## src/rtl/pm_smi_pkg.sv

```systemverilog
package pm_smi_pkg;
   typedef enum logic [1:0] {
      EDGE_NONE = 2'd0,
      EDGE_RISE = 2'd1,
      EDGE_FALL = 2'd2,
      EDGE_BOTH = 2'd3
   } pm_edge_e;

   typedef enum logic [1:0] {
      SMI_HOLD      = 2'd0,
      SMI_HOLD_TMO  = 2'd1,
      SMI_PULSE     = 2'd2,
      SMI_PULSE_ALT = 2'd3
   } smi_mode_e;
endpackage

```

## src/rtl/pm_in_filter.sv

```systemverilog
module pm_in_filter #(
   parameter bit DEBOUNCE = 1'b1,
   parameter int DB_TICKS = 4
) (
   input  logic clk_i,
   input  logic rst_ni,
   input  logic tick_i,
   input  logic raw_i,
   output logic lvl_o,
   output logic vld_o
);
   localparam int CW = $clog2(DB_TICKS) + 1;

   logic s1_q, s2_q, lvl_q, primed_q;

   initial assert (DB_TICKS >= 2) else $error("DB_TICKS must be at least 2");

   always_ff @(posedge clk_i) begin
      if (!rst_ni) begin
         s1_q <= 1'b0;
         s2_q <= 1'b0;
      end else begin
         s1_q <= raw_i;
         s2_q <= s1_q;
      end
   end

   generate
      if (DEBOUNCE) begin : g_db
         logic [CW-1:0] cnt_q;
         always_ff @(posedge clk_i) begin
            if (!rst_ni) begin
               cnt_q    <= '0;
               lvl_q    <= 1'b0;
               primed_q <= 1'b0;
            end else if (tick_i) begin
               if (!primed_q) begin
                  lvl_q    <= s2_q;
                  primed_q <= 1'b1;
                  cnt_q    <= '0;
               end else if (s2_q == lvl_q) begin
                  cnt_q <= '0;
               end else if (cnt_q == CW'(DB_TICKS - 1)) begin
                  lvl_q <= s2_q;
                  cnt_q <= '0;
               end else begin
                  cnt_q <= cnt_q + 1'b1;
               end
            end
         end

         // an accepted level only moves on a tick and always to the synced input
         p_level_on_tick_r2: assert property (@(posedge clk_i) disable iff (!rst_ni)
            (lvl_q != $past(lvl_q)) |-> ($past(tick_i) && lvl_q == $past(s2_q)));
      end else begin : g_direct
         always_ff @(posedge clk_i) begin
            if (!rst_ni) begin
               lvl_q    <= 1'b0;
               primed_q <= 1'b0;
            end else begin
               lvl_q    <= s2_q;
               primed_q <= primed_q | tick_i;
            end
         end
      end
   endgenerate

   assign lvl_o = lvl_q;
   assign vld_o = primed_q;
endmodule

```

## src/rtl/pm_edge_pick.sv

```systemverilog
module pm_edge_pick import pm_smi_pkg::*; #(
   parameter pm_edge_e EDGE = EDGE_BOTH
) (
   input  logic clk_i,
   input  logic rst_ni,
   input  logic lvl_i,
   input  logic vld_i,
   output logic pulse_o
);
   logic prev_q, armed_q, rise, fall;

   always_ff @(posedge clk_i) begin
      if (!rst_ni) begin
         prev_q  <= 1'b0;
         armed_q <= 1'b0;
      end else begin
         prev_q  <= lvl_i;
         armed_q <= vld_i;
      end
   end

   assign rise = armed_q & ~prev_q & lvl_i;
   assign fall = armed_q & prev_q & ~lvl_i;

   generate
      if (EDGE == EDGE_RISE) begin : g_rise
         assign pulse_o = rise;
      end else if (EDGE == EDGE_FALL) begin : g_fall
         assign pulse_o = fall;
      end else if (EDGE == EDGE_BOTH) begin : g_both
         assign pulse_o = rise | fall;
      end else begin : g_none
         assign pulse_o = 1'b0;
      end
   endgenerate
endmodule

```

## src/rtl/pm_batt_warn.sv

```systemverilog
module pm_batt_warn #(
   parameter int TW = 8
) (
   input  logic          clk_i,
   input  logic          rst_ni,
   input  logic          tick_i,
   input  logic          lb_lvl_i,
   input  logic          lb_vld_i,
   input  logic          llb_lvl_i,
   input  logic          llb_vld_i,
   input  logic [TW-1:0] intv_i,
   output logic          fire1_o,
   output logic          fire2_o
);
   logic [1:0]    want, st_q;
   logic [TW-1:0] cnt_q;
   logic          last;

   always_comb begin
      if (llb_vld_i && !llb_lvl_i)     want = 2'd2;
      else if (lb_vld_i && !lb_lvl_i)  want = 2'd1;
      else                             want = 2'd0;
   end

   assign last = ({1'b0, cnt_q} + 1'b1) >= {1'b0, intv_i};

   always_ff @(posedge clk_i) begin
      if (!rst_ni) begin
         st_q  <= 2'd0;
         cnt_q <= '0;
      end else if (want != st_q) begin
         st_q  <= want;
         cnt_q <= '0;
      end else if (st_q != 2'd0 && tick_i) begin
         cnt_q <= last ? '0 : cnt_q + 1'b1;
      end
   end

   assign fire1_o = (st_q == 2'd1) && (want == 2'd1) && tick_i && last;
   assign fire2_o = (st_q == 2'd2) && (want == 2'd2) && tick_i && last;

   // the first stage never fires while the second-stage input is low
   p_stage1_yields_r7: assert property (@(posedge clk_i) disable iff (!rst_ni)
      fire1_o |-> (llb_lvl_i || !llb_vld_i));
endmodule

```

## src/rtl/pm_smi_drive.sv

```systemverilog
module pm_smi_drive import pm_smi_pkg::*; #(
   parameter int TW = 8
) (
   input  logic          clk_i,
   input  logic          rst_ni,
   input  logic          tick_i,
   input  logic [1:0]    mode_i,
   input  logic [TW-1:0] len_i,
   input  logic          set_any_i,
   input  logic          pend_any_i,
   output logic          act_o
);
   smi_mode_e     mode;
   logic          act_q, last;
   logic [TW-1:0] cnt_q;

   assign mode = smi_mode_e'(mode_i);
   assign last = ({1'b0, cnt_q} + 1'b1) >= {1'b0, len_i};

   always_ff @(posedge clk_i) begin
      if (!rst_ni) begin
         act_q <= 1'b0;
         cnt_q <= '0;
      end else begin
         case (mode)
            SMI_HOLD: act_q <= pend_any_i;
            SMI_HOLD_TMO: begin
               if (set_any_i) begin
                  act_q <= 1'b1;
                  cnt_q <= '0;
               end else if (act_q && (!pend_any_i || (tick_i && last))) begin
                  act_q <= 1'b0;
               end else if (act_q && tick_i) begin
                  cnt_q <= cnt_q + 1'b1;
               end
            end
            default: begin
               if (set_any_i) begin
                  act_q <= 1'b1;
                  cnt_q <= '0;
               end else if (act_q && tick_i && last) begin
                  act_q <= 1'b0;
               end else if (act_q && tick_i) begin
                  cnt_q <= cnt_q + 1'b1;
               end
            end
         endcase
      end
   end

   assign act_o = act_q;

   // in timeout mode, clearing every pending bit ends the interrupt
   p_tmo_release_r10: assert property (@(posedge clk_i) disable iff (!rst_ni)
      (mode == SMI_HOLD_TMO && act_q && !pend_any_i) |=> !act_q);

   // an active pulse never runs past its programmed length
   p_pulse_bounded_r11: assert property (@(posedge clk_i) disable iff (!rst_ni)
      (act_q && (mode == SMI_PULSE || mode == SMI_PULSE_ALT) && $stable(len_i))
      |-> ({1'b0, cnt_q} < {1'b0, len_i}));
endmodule

```

## src/rtl/pm_smi_ctrl.sv

```systemverilog
module pm_smi_ctrl import pm_smi_pkg::*; #(
   parameter int NB       = 7,
   parameter int DB_TICKS = 4,
   parameter int RW       = 4,
   parameter int TW       = 8
) (
   input  logic            clk_i,
   input  logic            rst_ni,
   input  logic            tick_i,
   input  logic            sys_asleep_i,
   input  logic [NB-1:0]   evt_i,
   input  logic            hotkey_n_i,
   input  logic            rtc_i,
   input  logic            drq_i,
   input  logic            ring_i,
   input  logic            lb_n_i,
   input  logic            llb_n_i,
   input  logic            ext_smi_i,
   input  logic [RW-1:0]   ring_target_i,
   input  logic [TW-1:0]   batt_intv_i,
   input  logic [1:0]      smi_mode_i,
   input  logic [TW-1:0]   smi_len_i,
   input  logic            smi_act_high_i,
   input  logic            clr_stb_i,
   input  logic [NB+5:0]   clr_mask_i,
   output logic [NB+5:0]   status_o,
   output logic            wake_o,
   output logic            smi_o
);
   localparam int SW       = NB + 6;
   localparam int IDX_HOT  = NB;
   localparam int IDX_RTC  = NB + 1;
   localparam int IDX_DRQ  = NB + 2;
   localparam int IDX_RING = NB + 3;
   localparam int IDX_LB1  = NB + 4;
   localparam int IDX_LB2  = NB + 5;

   initial assert (NB >= 1 && RW >= 1 && TW >= 2) else $error("bad width parameters");

   logic [SW-1:0] set_vec, status_q, status_d, clr_eff, keep;
   logic [NB-1:0] evt_lvl, evt_vld, evt_edge;
   logic hot_lvl, hot_vld, hot_fall;
   logic rtc_lvl, rtc_vld, rtc_rise;
   logic drq_lvl, drq_vld, drq_rise;
   logic rng_lvl, rng_vld, rng_rise;
   logic lb_lvl, lb_vld, llb_lvl, llb_vld;
   logic fire1, fire2, ring_hit, wake_q, smi_act, smi_any;
   logic [RW-1:0] ring_cnt_q;

   generate
      for (genvar g = 0; g < NB; g++) begin : g_evt
         pm_in_filter #(.DEBOUNCE(1'b1), .DB_TICKS(DB_TICKS)) u_flt (
            .clk_i, .rst_ni, .tick_i, .raw_i(evt_i[g]),
            .lvl_o(evt_lvl[g]), .vld_o(evt_vld[g]));
         pm_edge_pick #(.EDGE(EDGE_BOTH)) u_edge (
            .clk_i, .rst_ni, .lvl_i(evt_lvl[g]), .vld_i(evt_vld[g]),
            .pulse_o(evt_edge[g]));
      end
   endgenerate

   pm_in_filter #(.DEBOUNCE(1'b1), .DB_TICKS(DB_TICKS)) u_hot_flt (
      .clk_i, .rst_ni, .tick_i, .raw_i(hotkey_n_i), .lvl_o(hot_lvl), .vld_o(hot_vld));
   pm_edge_pick #(.EDGE(EDGE_FALL)) u_hot_edge (
      .clk_i, .rst_ni, .lvl_i(hot_lvl), .vld_i(hot_vld), .pulse_o(hot_fall));

   pm_in_filter #(.DEBOUNCE(1'b0), .DB_TICKS(DB_TICKS)) u_rtc_flt (
      .clk_i, .rst_ni, .tick_i, .raw_i(rtc_i), .lvl_o(rtc_lvl), .vld_o(rtc_vld));
   pm_edge_pick #(.EDGE(EDGE_RISE)) u_rtc_edge (
      .clk_i, .rst_ni, .lvl_i(rtc_lvl), .vld_i(rtc_vld), .pulse_o(rtc_rise));

   pm_in_filter #(.DEBOUNCE(1'b0), .DB_TICKS(DB_TICKS)) u_drq_flt (
      .clk_i, .rst_ni, .tick_i, .raw_i(drq_i), .lvl_o(drq_lvl), .vld_o(drq_vld));
   pm_edge_pick #(.EDGE(EDGE_RISE)) u_drq_edge (
      .clk_i, .rst_ni, .lvl_i(drq_lvl), .vld_i(drq_vld), .pulse_o(drq_rise));

   pm_in_filter #(.DEBOUNCE(1'b0), .DB_TICKS(DB_TICKS)) u_rng_flt (
      .clk_i, .rst_ni, .tick_i, .raw_i(ring_i), .lvl_o(rng_lvl), .vld_o(rng_vld));
   pm_edge_pick #(.EDGE(EDGE_RISE)) u_rng_edge (
      .clk_i, .rst_ni, .lvl_i(rng_lvl), .vld_i(rng_vld), .pulse_o(rng_rise));

   pm_in_filter #(.DEBOUNCE(1'b0), .DB_TICKS(DB_TICKS)) u_lb_flt (
      .clk_i, .rst_ni, .tick_i, .raw_i(lb_n_i), .lvl_o(lb_lvl), .vld_o(lb_vld));
   pm_in_filter #(.DEBOUNCE(1'b0), .DB_TICKS(DB_TICKS)) u_llb_flt (
      .clk_i, .rst_ni, .tick_i, .raw_i(llb_n_i), .lvl_o(llb_lvl), .vld_o(llb_vld));

   pm_batt_warn #(.TW(TW)) u_batt (
      .clk_i, .rst_ni, .tick_i,
      .lb_lvl_i(lb_lvl), .lb_vld_i(lb_vld), .llb_lvl_i(llb_lvl), .llb_vld_i(llb_vld),
      .intv_i(batt_intv_i), .fire1_o(fire1), .fire2_o(fire2));

   // ring counter: only counts while the system is in a low-power state
   assign ring_hit = sys_asleep_i & rng_rise &
                     (({1'b0, ring_cnt_q} + 1'b1) >= {1'b0, ring_target_i});

   always_ff @(posedge clk_i) begin
      if (!rst_ni || !sys_asleep_i) ring_cnt_q <= '0;
      else if (rng_rise)            ring_cnt_q <= ring_hit ? '0 : ring_cnt_q + 1'b1;
   end

   always_comb begin
      set_vec                = '0;
      set_vec[NB-1:0]        = evt_edge;
      set_vec[IDX_HOT]       = hot_fall;
      set_vec[IDX_RTC]       = rtc_rise & sys_asleep_i;
      set_vec[IDX_DRQ]       = drq_rise & sys_asleep_i;
      set_vec[IDX_RING]      = ring_hit;
      set_vec[IDX_LB1]       = fire1;
      set_vec[IDX_LB2]       = fire2;
   end

   assign clr_eff  = clr_stb_i ? clr_mask_i : '0;
   assign keep     = status_q & ~clr_eff;
   assign status_d = keep | set_vec;

   always_ff @(posedge clk_i) begin
      if (!rst_ni) begin
         status_q <= '0;
         wake_q   <= 1'b0;
      end else begin
         status_q <= status_d;
         wake_q   <= set_vec[IDX_RTC] | set_vec[IDX_DRQ] | set_vec[IDX_RING];
      end
   end

   pm_smi_drive #(.TW(TW)) u_drive (
      .clk_i, .rst_ni, .tick_i, .mode_i(smi_mode_i), .len_i(smi_len_i),
      .set_any_i(|set_vec), .pend_any_i(|status_d), .act_o(smi_act));

   assign smi_any  = smi_act | ext_smi_i;
   assign smi_o    = smi_act_high_i ? smi_any : ~smi_any;
   assign status_o = status_q;
   assign wake_o   = wake_q;

   // a bit that was not cleared stays set
   p_sticky_r8: assert property (@(posedge clk_i) disable iff (!rst_ni)
      1'b1 |=> ((status_q & $past(keep)) == $past(keep)));

   // a wake request follows only a cycle spent in a low-power state
   p_wake_asleep_r4: assert property (@(posedge clk_i) disable iff (!rst_ni)
      wake_o |-> $past(sys_asleep_i));

   // in hold mode the interrupt is active whenever a bit is pending
   p_level_hold_r9: assert property (@(posedge clk_i) disable iff (!rst_ni)
      (smi_mode_i == 2'd0 && $past(smi_mode_i) == 2'd0 && (|status_q)) |-> smi_act);
endmodule

```

## config.mk

```make
export PLATFORM = sky130hd
export DESIGN_NAME = pm_smi_ctrl
export DESIGN_NICKNAME = d
export VERILOG_FILES = /design/src/rtl/pm_smi_pkg.sv /design/src/rtl/pm_in_filter.sv /design/src/rtl/pm_edge_pick.sv /design/src/rtl/pm_batt_warn.sv /design/src/rtl/pm_smi_drive.sv /design/src/rtl/pm_smi_ctrl.sv
export SDC_FILE = /design/constraint.sdc
export NUM_CORES = 1
export LEC_CHECK = 0
export ABC_CLOCK_PERIOD_IN_PS = 3600
export BUFFER_PORTS_ARGS = -buffer_cell sky130_fd_sc_hd__buf_2
export CAP_MARGIN = 20
export CORE_UTILIZATION = 35
export DETAILED_ROUTE_END_ITERATION = 8
export PLACE_DENSITY = 0.54
export SYNTH_ARGS = -nofsm -noshare
export SYNTH_HDL_FRONTEND = slang
export SYNTH_SLANG_ARGS = --single-unit
```

## constraint.sdc

```tcl
create_clock -name clk_i -period 3.6 [get_ports clk_i]
set_clock_uncertainty 0.05 [all_clocks]
set_input_delay 1.08 -clock clk_i [delete_from_list [all_inputs] [get_ports clk_i]]
set_output_delay 1.08 -clock clk_i [all_outputs]
set_load 0.01 [all_outputs]
```

## Word-level counts from Yosys, hierarchy flattened

Index checks and enable logic that the tools add are counted.

| storage, ports and cells | value |
|---|---|
| register bits | 121 |
| latch bits | 0 |
| RAM bits | 0 |
| memory bits (read-only) | 0 |
| bits of input ports | 55 |
| output and inout port bits | 15 |
| logic and storage cells | 313 |
| memories | 0 |

| operators by class | value |
|---|---|
| add/subtract/negate cells | 14 |
| $mul | 0 |
| divide/modulo/power cells | 0 |
| order comparisons | 3 |
| equal/unequal tests | 41 |
| shift-type cells | 0 |
| multiplexer cells | 65 |
| bitwise logic cells | 79 |
| reduce and logical (&&, ||, !) cells | 36 |

Operators with widths:

| operator | number |
|---|---|
| $mux W3 | 24 |
| $mux W8 | 6 |
| $and A1 B1 Y1 | 40 |
| $ne A2 B2 Y1 const B | 16 |
| $mux W1 | 30 |
| $reduce_and A3 Y1 | 9 |
| $reduce_or A13 Y1 | 2 |
| $add A3 B1 Y3 const B | 8 |
| $eq A3 B2 Y1 const B | 8 |
| $not A1 Y1 | 21 |
| $add A8 B1 Y9 const B | 2 |
| $ge A9 B8 Y1 | 2 |
| $add A8 B1 Y8 const B | 2 |
| $pmux W8 S2 | 1 |
| $or A1 B1 Y1 | 15 |
| $and A13 B13 Y13 | 1 |
| $logic_and A1 B1 Y1 | 13 |
| $mux W13 | 1 |
| $not A13 Y13 | 1 |
| $or A13 B13 Y13 | 1 |
| $eq A1 B1 Y1 | 8 |
| $eq A2 B1 Y1 const B | 3 |
| $ne A3 B2 Y1 const B | 2 |
| $add A4 B1 Y5 const B | 1 |
| 15 further kinds | 21 |

## Depth between registers and ports, before layout

| depth | value |
|---|---|
| depth after elaboration | 16 |
| gate-level depth with buffers | 13 |
| gate-level depth less buffers | 12 |

## Modules after synthesis

From an unflattened synthesis, not the netlist that was laid out.

| second synthesis, totals | value |
|---|---|
| cell total of the unflattened synthesis | 627 |
| area total of the unflattened synthesis | 6012.0 um^2 |

Modules (own cells, without submodules):

| module | times used | cells each | area an instance (um^2) | seq. area each (um^2) |
|---|---|---|---|---|
| pm_in_filter (g_evt[0].u_flt ...) | 8 | 28 | 275.3 | 140.1 |
| pm_smi_ctrl | 1 | 102 | 925.9 | 360.3 |
| pm_smi_drive | 1 | 100 | 828.3 | 180.2 |
| pm_batt_warn | 1 | 99 | 795.8 | 200.2 |
| pm_in_filter (u_drq_flt ...) | 5 | 8 | 106.4 | 80.1 |
| pm_edge_pick (g_evt[0].u_edge ...) | 7 | 6 | 68.8 | 40.0 |
| pm_edge_pick (u_drq_edge ...) | 3 | 5 | 61.3 | 40.0 |
| pm_edge_pick (u_hot_edge) | 1 | 5 | 62.6 | 40.0 |

## Worst setup path after synthesis

Ideal clock, no wire load.

| timing | value |
|---|---|
| path kind | input to register |
| start point | in smi_len_i[6] |
| end point | reg u_drive.cnt_q[1] |
| library setup time | 0.059 ns |
| arrival | 2.924 ns |
| required time | 3.491 ns |
| slack | 0.567 ns |
| stages | 8 |
| path buffers | 0 |
| path through | inv_1 ha_1 and3_1 a221oi_1 o21ai_0 a2111o_1 nor4bb_4 a22o_1 |

| on the way | value |
|---|---|
| word-level cells in the longest chain between the ends | 6 |
| elaborated cells on any way between the ends | 8 |
| those cells by class | 1 x order compare; 2 x eq/ne; 5 x reduce/logical |

Ends and longest elaborated chain:

| item | line | text |
|---|---|---|
| start, declared | pm_smi_ctrl.sv:22 | `input logic [TW-1:0] smi_len_i,` |
| $ge A9 B8 Y1 * | pm_smi_drive.sv:18 | `assign last = ({1'b0, cnt_q} + 1'b1) >= {1'b0, len_i};` |
| $logic_and A1 B1 Y1 | pm_smi_drive.sv:31 | `end else if (act_q && (!pend_any_i \|\| (tick_i && last))) begin` |
| $logic_or A1 B1 Y1 | pm_smi_drive.sv:31 |  |
| $logic_and A1 B1 Y1 | pm_smi_drive.sv:31 |  |
| $ne A3 B2 Y1 (no line) | -- |  |
| $reduce_and A3 Y1 (no line) * | -- |  |
| end signal, assigned | pm_smi_drive.sv:34 | `cnt_q <= cnt_q + 1'b1;` |
| end signal, assigned | pm_smi_drive.sv:44 | `cnt_q <= cnt_q + 1'b1;` |
| end, declared | pm_smi_drive.sv:15 | `logic [TW-1:0] cnt_q;` |

Mark *: on every way between the ends. The rest lies on a longest branch, timed or not.
A chain may end at the register's enable or synchronous reset.

## Worst setup path in the final report

| timing | value |
|---|---|
| start point | reg u_batt.cnt_q[2] |
| end point | reg u_batt.cnt_q[5] |

| on the way | value |
|---|---|
| word-level cells in the longest chain between the ends | 3 |
| elaborated cells on any way between the ends | 4 |
| those cells by class | 2 x add/sub; 1 x order compare; 1 x mux |

Ends and longest elaborated chain:

| item | line | text |
|---|---|---|
| start, declared | pm_batt_warn.sv:16 | `logic [TW-1:0] cnt_q;` |
| start signal, assigned | pm_batt_warn.sv:35 | `cnt_q <= last ? '0 : cnt_q + 1'b1;` |
| $add A8 B1 Y9 | pm_batt_warn.sv:25 | `assign last = ({1'b0, cnt_q} + 1'b1) >= {1'b0, intv_i};` |
| $ge A9 B8 Y1 | pm_batt_warn.sv:25 |  |
| $mux W8 * | pm_batt_warn.sv:35 |  |

Marks and branches as above.

==> run summary <==
The number of input and output port buffers inserted is 69. The via count of the first global-routing pass was 4217. The largest total area in the synthesized netlist belongs to sky130_fd_sc_hd__dfxtp_1.

The min-delay analysis places its worst path in the category reg -> reg. The number of nets in the synthesized netlist is 692. The run finished, with violations left.

The average wire per standard cell was 13.6 µm. The finished layout holds 876 standard cells, fillers aside. For the total vias in the final route, the log shows 4309.

STA classifies the critical path endpoint as a register. After synthesis, the share of cell area in mux cells is 0.608%. In this run the mean area of a mapped cell was 8.83 µm².

For the number of cells in the design after placement, the log shows 843. The most instantiated flip-flop cell in the synthesis netlist was sky130_fd_sc_hd__dfxtp_1. The number of antenna violations at the first check in global routing was 0. Global routing used 16.3% of the available tracks. After floorplanning, the core was sized to cover 14700 µm². The static power due to leakage is 2.92 nW, and the fraction of the cycle the final worst path needs is 92.6%.

The final number of hold-violating endpoints was 0; the signed area change from the synthesized netlist to the final layout was 21.8%. Summing the areas of all compound-gate instances in the mapped netlist gives 12.4% of the synthesized area. Headroom to the max-slew limit came out at 58.5%.

The gate count after technology mapping is 606, and the maximum number of pins on one net before global-route repair is 48. The critical path is of the reg -> reg type. For this run the aggregate overflow at the end of global routing stands at 0.

The number of iterations in the first detailed-routing pass is 6. The tools report the TritonCTS sink count as 121. The total inserted antenna cells was 0; the xor/xnor cell area share of the yosys netlist was 4.42%. The number of enable-type register cells in the synthesized netlist works out to 0.

The detailed router finished its first iteration with 228 violations. Synthesis-stage register bit count: 121. By area the synthesized netlist is led by sky130_fd_sc_hd__dfxtp_1 45%, sky130_fd_sc_hd__ha_1 7.3%, sky130_fd_sc_hd__and2_1 5.5%, sky130_fd_sc_hd__nand2_1 5.3%, sky130_fd_sc_hd__a21oi_1 4.9%. For this run, the number of Yosys warnings is 0. Signal arrival time at the worst endpoint: 3.62 ns. The logs give 20100 µm for the first-pass GRT wire length and 0 ns for the sum of negative setup slack. The detail route stage leaves a number of antenna-violating nets equal to 0.

The run gives 4 as the number of H-tree levels. For this design the ratio of total power to cell area is 511 nW/µm². Number of buffers on the longest clock path: 2. Setup repair after global routing left no endpoint under its margin. The hold-fix buffer count after cts is 0. Number of buffers created by CTS: 17. TritonCTS built the clock tree. For the pin with the worst max-slew slack, the measured transition is 0.618 ns. The kind of launch point of the worst setup path was a register.

Pin placement for this block handled 70 I/O pins. The height of the die was 126 µm. Share of final-layout standard cells stronger than drive strength 1: 17.3%. The floorplan step defined a die boundary enclosing 15800 µm².

The final RePlAce weighted congestion was 0.783; the clock transition at the registers of the reported paths was 0.05 ns. The final reports fail on design-rule violations. In the final design database the tool counted 765 nets. At the worst endpoint, the required time is 3.89 ns. At the later pin of the worst-skew pair, clock insertion delay measures 0.42 ns. For the slack of the critical path, the log shows 0.267 ns. The tools report the sequential cell area fraction in the yosys report as 45.3%.

VDD sags by at most 338 µV. Average via count per standard cell: 4.92. In the routed design, unresolved DRC markers number 5.

The die is 126 µm wide. The count of final max-slew check failures is 0. The post-route minimum period works out to 3.33 ns. Cell area after synthesis: 5350 µm². The root buffer selected by CTS is sky130_fd_sc_hd__clkbuf_16. The dominant combinational cell family by area after synthesis is simple AND/OR/NAND/NOR gates. Summing the areas of all fa, ha and maj instances in the mapped netlist gives 7.25% of the synthesized area. In this run the worst path has a maximum fanout of 10. The fraction of registers with async set or reset after synthesis was 0%; the row count was 44.

At the placement stage, the worst setup path has a slack of 0.234 ns. Fraction of post-synthesis cell area in the top cell type by area: 45.3%. Synthesis instantiated 51 different standard cells from the library. For the half-perimeter wire length after placement, the log shows 8490 µm. The final routed wirelength across all metal layers was 11900 µm; the setup-violating endpoint count in the final report was 0. Summing the areas of all and, or, nand and nor instances in the mapped netlist gives 26.8% of the synthesized area. Timing would allow up to 0.300 GHz.

The max-capacitance violation count was 0. The design draws 3.33 mW. Starting density of the core: 36.4%.
metrics by stage:
stage / instance area, µm² / util [%] / hold slack (ns)
finish: 6520 / 44.3 / 0.375
global route: 6520 / 44.3 / 0.398
CTS: 6510 / 44.3 / 0.379
detailed placement: 5880 / 40.0 / 0.370
global placement: 5880 / 40.0 / 0.364
floorplan: 5350 / - / 0.357
where the power goes:
part,internal (mW),switching [mW],leakage (nW),total [mW]
clock network,1.16,0.598,0.297,1.76
logic,0.0758,0.106,1.64,0.182
registers,1.37,0.0200,0.985,1.39
flip-flops by register name, summed over array words and instances (netlist names), 2 cells and up:
register,cells
g_evt.u_edge.prev_q,7
u_drive.cnt_q,8
u_batt.st_q,2
g_evt.u_flt.s1_q,7
g_evt.u_flt.g_db.cnt_q,21
status_o,13
ring_cnt_q,4
u_hot_flt.g_db.cnt_q,3
g_evt.u_flt.lvl_o,7
u_batt.cnt_q,8
g_evt.u_flt.s2_q,7
cell families (layout without fill, tap and decap cells):
| family | Yosys count | in the layout |
|---|---|---|
| AO/OA/AOI/OAI | 103 | 103 |
| XOR/XNOR | 27 | 27 |
| adder cells (fa/ha/maj) | 31 | 31 |
| buffers and inverters | 45 | 131 |
| flip-flops | 121 | 121 |
| multiplexers | 3 | 3 |
| AND/OR/NAND/NOR | 276 | 276 |
final cells by class:
class | count | area (µm²)
fillers | 1449 | 8180
multi-input cells | 440 | 2760
flip-flops and latches | 121 | 2420
clock buffers | 21 | 480
repair buffers | 76 | 395
well taps | 184 | 230
clock inverters | 11 | 144
inverters | 23 | 86.3
cells in the mapped netlist (all sizes together), types with 8 or more instances:
cell type,number
dfxtp,121
nand2,76
nor2,56
a21oi,53
and2,47
ha,31
nand3,25
inv,22
clkbuf,20
xor2,15
o21ai,12
xnor2,12
a22oi,11
nand2b,11
nor2b,9
or3,8
final timing paths:
kind	startpoint	to	slack [ns]	cells after the start
max	u_batt.cnt_q[2]	u_batt.cnt_q[5]	0.27	12
min	g_evt[2].u_flt.g_db.cnt_q[2]	g_evt[2].u_flt.g_db.cnt_q[2]	0.37	2
max reg2reg	u_batt.cnt_q[2]	u_batt.cnt_q[5]	0.27	12
min reg2reg	g_evt[2].u_flt.g_db.cnt_q[2]	g_evt[2].u_flt.g_db.cnt_q[2]	0.37	2
what timing repair did:
| action | in CTS | in global routing |
|---|---|---|
| setup buffers | 0 | 0 |
| resized for setup | 0 | 1 |
| setup endpoints to repair | 0 | 9 |
routing by layer:
layer | up-vias | part of all wire (%) | routed length, µm | global-route usage, %
li1 | 2209 | - | - | -
met1 | 2021 | 49 | 5800 | 20.1
met2 | 67 | 46 | 5440 | 26.4
met3 | 12 | 4.1 | 483 | 4.67
met4 | 0 | 1.2 | 142 | 6.81
met5 | - | 0 | 0 | 0
worst max-delay path: stages (launching register included):
cell                       delay (ns)
sky130_fd_sc_hd__dfxtp_1         0.42
sky130_fd_sc_hd__nand3_1         0.19
sky130_fd_sc_hd__nor2_1          0.29
sky130_fd_sc_hd__nand3_1         0.14
sky130_fd_sc_hd__xnor2_1         0.22
sky130_fd_sc_hd__ha_1            0.29
sky130_fd_sc_hd__and4_1          0.22
sky130_fd_sc_hd__a21oi_1         0.14
sky130_fd_sc_hd__o21ai_0         0.14
sky130_fd_sc_hd__or3_1           0.53
sky130_fd_sc_hd__nor2_1          0.35
sky130_fd_sc_hd__nand3b_1        0.13
sky130_fd_sc_hd__a21oi_1         0.15
cells in the final DEF, fill, tap and decap left out, drive strengths merged, types with 5 or more instances in the layout:
cell and n:
a21oi 53, nand4 5, nand4b 6, a22oi 11
a21o 5, dfxtp 121, buf 76, and2 47
clkbuf 21, nor2b 9, nand2b 11, nand2 76
o21ai 12, xor2 15, clkinv 5, nor3 6
inv 22, or3 8, nor2 56, nand3 25
nand3b 7, xnor2 12, ha 31
(Power assumes the default switching activity.)
